$ cat src/rtl/hp_pkg.sv
package hp_pkg;
   typedef enum logic [1:0] {
      HP_OFF = 2'd0,
      HP_PIO = 2'd1,
      HP_DMA = 2'd2
   } hp_mode_e;
endpackage

$ cat src/rtl/hp_mode_dec.sv
module hp_mode_dec
   import hp_pkg::*;
(
   input  logic     pio_en_n,
   input  logic     dma_en_n,
   output hp_mode_e mode
);
   always_comb begin
      if (!dma_en_n)      mode = HP_DMA;
      else if (!pio_en_n) mode = HP_PIO;
      else                mode = HP_OFF;
   end
endmodule

$ cat src/rtl/hp_lane_map.sv
module hp_lane_map
   import hp_pkg::*;
#(
   parameter int ADDR_W = 4
) (
   input  hp_mode_e          mode,
   input  logic              byte_mode,
   input  logic [ADDR_W-1:0] addr,
   output logic [ADDR_W-1:0] a_addr,
   output logic [ADDR_W-1:0] b_addr,
   output logic              sel_a,
   output logic              sel_b
);
   localparam int PAIR_W = ADDR_W - 1;

   logic [PAIR_W-1:0] pair;
   logic [PAIR_W-1:0] fixed_pair;

   // fixed pairs live at the top of the space; the LSB picks the upper one,
   // and byte mode always uses the uppermost pair
   assign fixed_pair = {{(PAIR_W-1){1'b1}}, byte_mode | addr[0]};

   always_comb begin
      pair  = addr[ADDR_W-1:1];
      sel_a = 1'b0;
      sel_b = 1'b0;
      unique case (mode)
         HP_PIO: begin
            pair  = addr[ADDR_W-1:1];
            sel_a = !byte_mode || !addr[0];
            sel_b = !byte_mode ||  addr[0];
         end
         HP_DMA: begin
            pair  = fixed_pair;
            sel_a = !byte_mode || !addr[0];
            sel_b = !byte_mode ||  addr[0];
         end
         default: begin
            pair  = addr[ADDR_W-1:1];
            sel_a = 1'b0;
            sel_b = 1'b0;
         end
      endcase
   end

   assign a_addr = {pair, 1'b0};
   assign b_addr = {pair, 1'b1};
endmodule

$ cat src/rtl/hp_strobe_gen.sv
module hp_strobe_gen
   import hp_pkg::*;
#(
   parameter int ADDR_W    = 4,
   parameter bit WP_ENABLE = 1'b1
) (
   input  logic              clk,
   input  logic              rst_n,
   input  hp_mode_e          mode,
   input  logic              rd,
   input  logic              stb,
   input  logic              lock,
   input  logic [ADDR_W-1:0] a_addr,
   input  logic [ADDR_W-1:0] b_addr,
   input  logic              sel_a,
   input  logic              sel_b,
   output logic              we_a,
   output logic              we_b,
   output logic              oe_a,
   output logic              oe_b
);
   logic stb_q;
   logic first;
   logic active;
   logic prot_a;
   logic prot_b;

   always_ff @(posedge clk or negedge rst_n) begin
      if (!rst_n) stb_q <= 1'b0;
      else        stb_q <= stb;
   end

   assign first  = stb && !stb_q;
   assign active = (mode != HP_OFF);

   generate
      if (WP_ENABLE) begin : g_lock
         assign prot_a = lock && (&a_addr[ADDR_W-1:1]);
         assign prot_b = lock && (&b_addr[ADDR_W-1:1]);
      end else begin : g_nolock
         assign prot_a = 1'b0;
         assign prot_b = 1'b0;
      end
   endgenerate

   assign oe_a = active && rd && sel_a;
   assign oe_b = active && rd && sel_b;
   assign we_a = active && !rd && first && sel_a && !prot_a;
   assign we_b = active && !rd && first && sel_b && !prot_b;
endmodule

$ cat src/rtl/host_port_ctl.sv
module host_port_ctl
   import hp_pkg::*;
#(
   parameter int ADDR_W    = 4,
   parameter bit WP_ENABLE = 1'b1
) (
   input  logic              clk,
   input  logic              rst_n,
   input  logic              host_byte,
   input  logic              host_rd,
   input  logic              pio_en_n,
   input  logic              dma_en_n,
   input  logic [ADDR_W-1:0] host_addr,
   input  logic              xfer_stb,
   input  logic              wr_lock_hi,
   output logic [ADDR_W-1:0] lane_a_addr,
   output logic [ADDR_W-1:0] lane_b_addr,
   output logic              lane_a_we,
   output logic              lane_b_we,
   output logic              lane_a_oe,
   output logic              lane_b_oe
);
   generate
      if (ADDR_W < 3) begin : g_bad_addr_w
         $error("host_port_ctl: ADDR_W must be at least 3");
      end
   endgenerate

   hp_mode_e mode;
   logic     sel_a;
   logic     sel_b;

   hp_mode_dec u_mode (
      .pio_en_n (pio_en_n),
      .dma_en_n (dma_en_n),
      .mode     (mode)
   );

   hp_lane_map #(.ADDR_W(ADDR_W)) u_map (
      .mode      (mode),
      .byte_mode (host_byte),
      .addr      (host_addr),
      .a_addr    (lane_a_addr),
      .b_addr    (lane_b_addr),
      .sel_a     (sel_a),
      .sel_b     (sel_b)
   );

   hp_strobe_gen #(.ADDR_W(ADDR_W), .WP_ENABLE(WP_ENABLE)) u_stb (
      .clk    (clk),
      .rst_n  (rst_n),
      .mode   (mode),
      .rd     (host_rd),
      .stb    (xfer_stb),
      .lock   (wr_lock_hi),
      .a_addr (lane_a_addr),
      .b_addr (lane_b_addr),
      .sel_a  (sel_a),
      .sel_b  (sel_b),
      .we_a   (lane_a_we),
      .we_b   (lane_b_we),
      .oe_a   (lane_a_oe),
      .oe_b   (lane_b_oe)
   );
endmodule

$ cat config.mk
export PLATFORM = sky130hd
export DESIGN_NAME = host_port_ctl
export DESIGN_NICKNAME = d
export VERILOG_FILES = /design/src/rtl/hp_pkg.sv /design/src/rtl/hp_mode_dec.sv /design/src/rtl/hp_lane_map.sv /design/src/rtl/hp_strobe_gen.sv /design/src/rtl/host_port_ctl.sv
export SDC_FILE = /design/constraint.sdc
export NUM_CORES = 1
export LEC_CHECK = 0
export ABC_AREA = 1
export BUFFER_PORTS_ARGS = -buffer_cell sky130_fd_sc_hd__buf_2
export CORE_AREA = 5 5 42 44
export DETAILED_ROUTE_END_ITERATION = 8
export DIE_AREA = 0 0 47 49
export REMOVE_ABC_BUFFERS = 1
export SETUP_SLACK_MARGIN = 0.4
export SYNTH_ARGS = -nofsm -noshare
export SYNTH_HDL_FRONTEND = slang
export SYNTH_HIERARCHICAL = 1
export SYNTH_SLANG_ARGS = --single-unit
$ cat constraint.sdc
create_clock -name clk -period 0.9 [get_ports clk]
set_input_delay 0 -clock clk [delete_from_list [all_inputs] [get_ports clk]]
set_output_delay 0 -clock clk [all_outputs]
set_load 0.01 [all_outputs]
==> flow_summary.toml <==
[synth]
yosysWarnings = 6
synth_compound_area_frac = 0.117
synth_mux_area_frac = 0
synth_fa_ha_area_frac = 0.0585
synth_top_family_by_area = "simple AND/OR/NAND/NOR gates"
synth_xor_xnor_area_share = 0
yosys.area_share.simple = 0.374
synthCells = 38
syn_avg_cell_area_um2 = 5.63
syn_area_um2 = 214
synth_seq_cells = 1
synth_cell_type_count = 14
ys_seq_area_frac = 0.117

[sta]
hold_violations = 0
setup_slack_ns = -0.0950
min_period_ns = 0.995
fin_hold_ws_ns = 0.129
finalSetupViolCount = 10
grt_setup_unrepaired = "true"
period_share = 1.11
fmax_mhz = 1010
finalMaxSlewViolations = 0

[critical_path]
worstPathRequired_ns = 0.90
critPathArrivalTime_ns = 0.99
worstSetupPathType = "input port to primary output"
cp-end-kind = "primary output"
critPathLaunchType = "input port"
cp_max_fo = 4

[grt]
antenna_found_initial = 0
grt_max_degree = 5
overflow = 0
grt_pass1_wl_um = 1060
grt_pass1_vias = 286
grt.total_usage = 0.0555

[route]
vias = 311
drt_iter0_markers = 1
avgRoutedWirePerCell_um = 9.10
drt_first_pass_iters = 2
vias_per_cell = 3.89
postRouteWirelength_um = 728
drc = 0
antenna_left = 0

[floorplan]
die-area_um2 = 2300
die_h_um = 49
num_rows = 14
fp.dieW_um = 47
core_um2 = 1400
num_io_pins = 24
initial_core_util = 0.153

[place]
gp_congestion = 0.677
port_buffers = 21
placed_cell_area_um2 = 347
dp_hpwl_um = 571

[cells_and_area]
n_antenna_cell = 0
largest_reg_flops = 1
multiInputGateArea_um2 = 186
syn_to_final_growth_pct = 133
drive_gt1_frac = 0.656
finalInstanceArea_um2 = 498
fill_cells = 158
top_register = "u_stb/stb_q"
seq_area_um2 = 25.0
reg.largest.list = "u_stb/stb_q: 1 flops"
nets = 79

[clocking]
clkTransAtPathRegs_ns = 0

[run_status]
status = "finished, violations left"
violations = "setup timing"

[hold_path]
hp-class = "input port to flop"
min_from = "xfer_stb"
min_delay_worst_endpoint = "u_stb/stb_q"
hold_depth = 1

[power_and_ir_drop]
power_density_nw_per_um2 = 625
p_leak_nw = 0.264
vdd_drop_max_mv = 0.245

[flow_run]
drv_cap = 0
[cell usage in the layout, fill, tap and decap left out]
cell	n
conb_1	2
ha_4	1
o21ai_1	1
nor2_4	1
inv_1	5
or2_4	2
o21ai_2	1
buf_4	6
nor2_1	4
inv_2	1
o21ai_0	1
nand2_1	6
buf_6	10
nor3b_2	2
buf_2	14
dfrtp_1	1
inv_4	1
a21oi_4	2
nand2_2	1
dlygate4sd3_1	1
nand3_1	1
[layout make-up]
cell class                 instances  share of cell area
timing repair buffer              31               0.477
tap                               16              0.0402
sequential                         1              0.0503
inverter                           7              0.0578
multi-input combinational         25               0.374
[per-layer routing]
metal,GRT usage,vias up,routed length (um)
li1,-,159,-
met2,0.104,19,373
met3,0.00369,0,89
met1,0.0699,133,265
met5,0,-,0
met4,0,0,0
[how the worst max path moves through the flow]
stage	cells after the start	slack, ns	start	end
2_1_floorplan	8	-0.14	dma_en_n	lane_a_we
3_3_place_gp	9	-0.21	pio_en_n	lane_b_we
3_5_place_dp	9	-0.24	pio_en_n	lane_b_we
4_1_cts	10	-0.11	dma_en_n	lane_b_we
5_1_grt	10	-0.17	dma_en_n	lane_a_we
6_report	9	-0.09	dma_en_n	lane_b_addr[3]
[critical path: stages]
cell	delay, ns
buf_6	0.07
inv_4	0.03
nor2_4	0.10
inv_2	0.05
ha_4	0.15
or2_4	0.23
buf_4	0.13
buf_6	0.11
buf_6	0.11
[cells in the mapped netlist (all sizes together)]
master | instances | share of area
ha | 1 | 0.058
nand3 | 1 | 0.023
a21oi | 2 | 0.047
nor3b | 2 | 0.070
o21ai | 3 | 0.070
conb | 2 | 0.035
inv | 7 | 0.12
or2 | 2 | 0.058
buf | 5 | 0.18
dfrtp | 1 | 0.12
nor2 | 5 | 0.099
nand2 | 7 | 0.12
[kinds of logic (layout without fill, tap and decap cells)]
family,after synthesis,count (layout)
simple gates,17,17
buf+inv,12,38
compound gates,5,5
other cells,2,2
fa+ha+maj,1,1
flops,1,1
[power by group]
group / internal, mW / switching [mW] / total, mW
logic: 0.151 / 0.112 / 0.263
registers: 0.0480 / 0.000486 / 0.0485
clock network: 0 / 0 / 0
total: 0.199 / 0.112 / 0.311
[timing repair]
action                                  in CTS  in global routing
hold buffers                                 1                  0
setup buffers                                0                  3
resized for setup                           17                 10
endpoints found under the setup margin      10                 10
pin swaps                                   12                  3
hold endpoints to repair                     1                  0
[stage by stage]
| step | setup TNS (ns) | setup WS (ns) | cells | utilization | total power [mW] |
|---|---|---|---|---|---|
| 3_5_place_dp | -1.58 | -0.240 | 76 | 0.247 | 0.209 |
| 6_report | -0.685 | -0.0950 | 80 | 0.355 | 0.311 |
| 4_1_cts | -0.298 | -0.112 | 77 | 0.306 | 0.261 |
| 3_3_place_gp | -1.37 | -0.213 | 76 | 0.247 | 0.206 |
| 5_1_grt | -1.24 | -0.174 | 80 | 0.355 | 0.336 |
| 2_1_floorplan | -0.349 | -0.145 | 33 | - | 0.122 |
(Power assumes the default switching activity.)
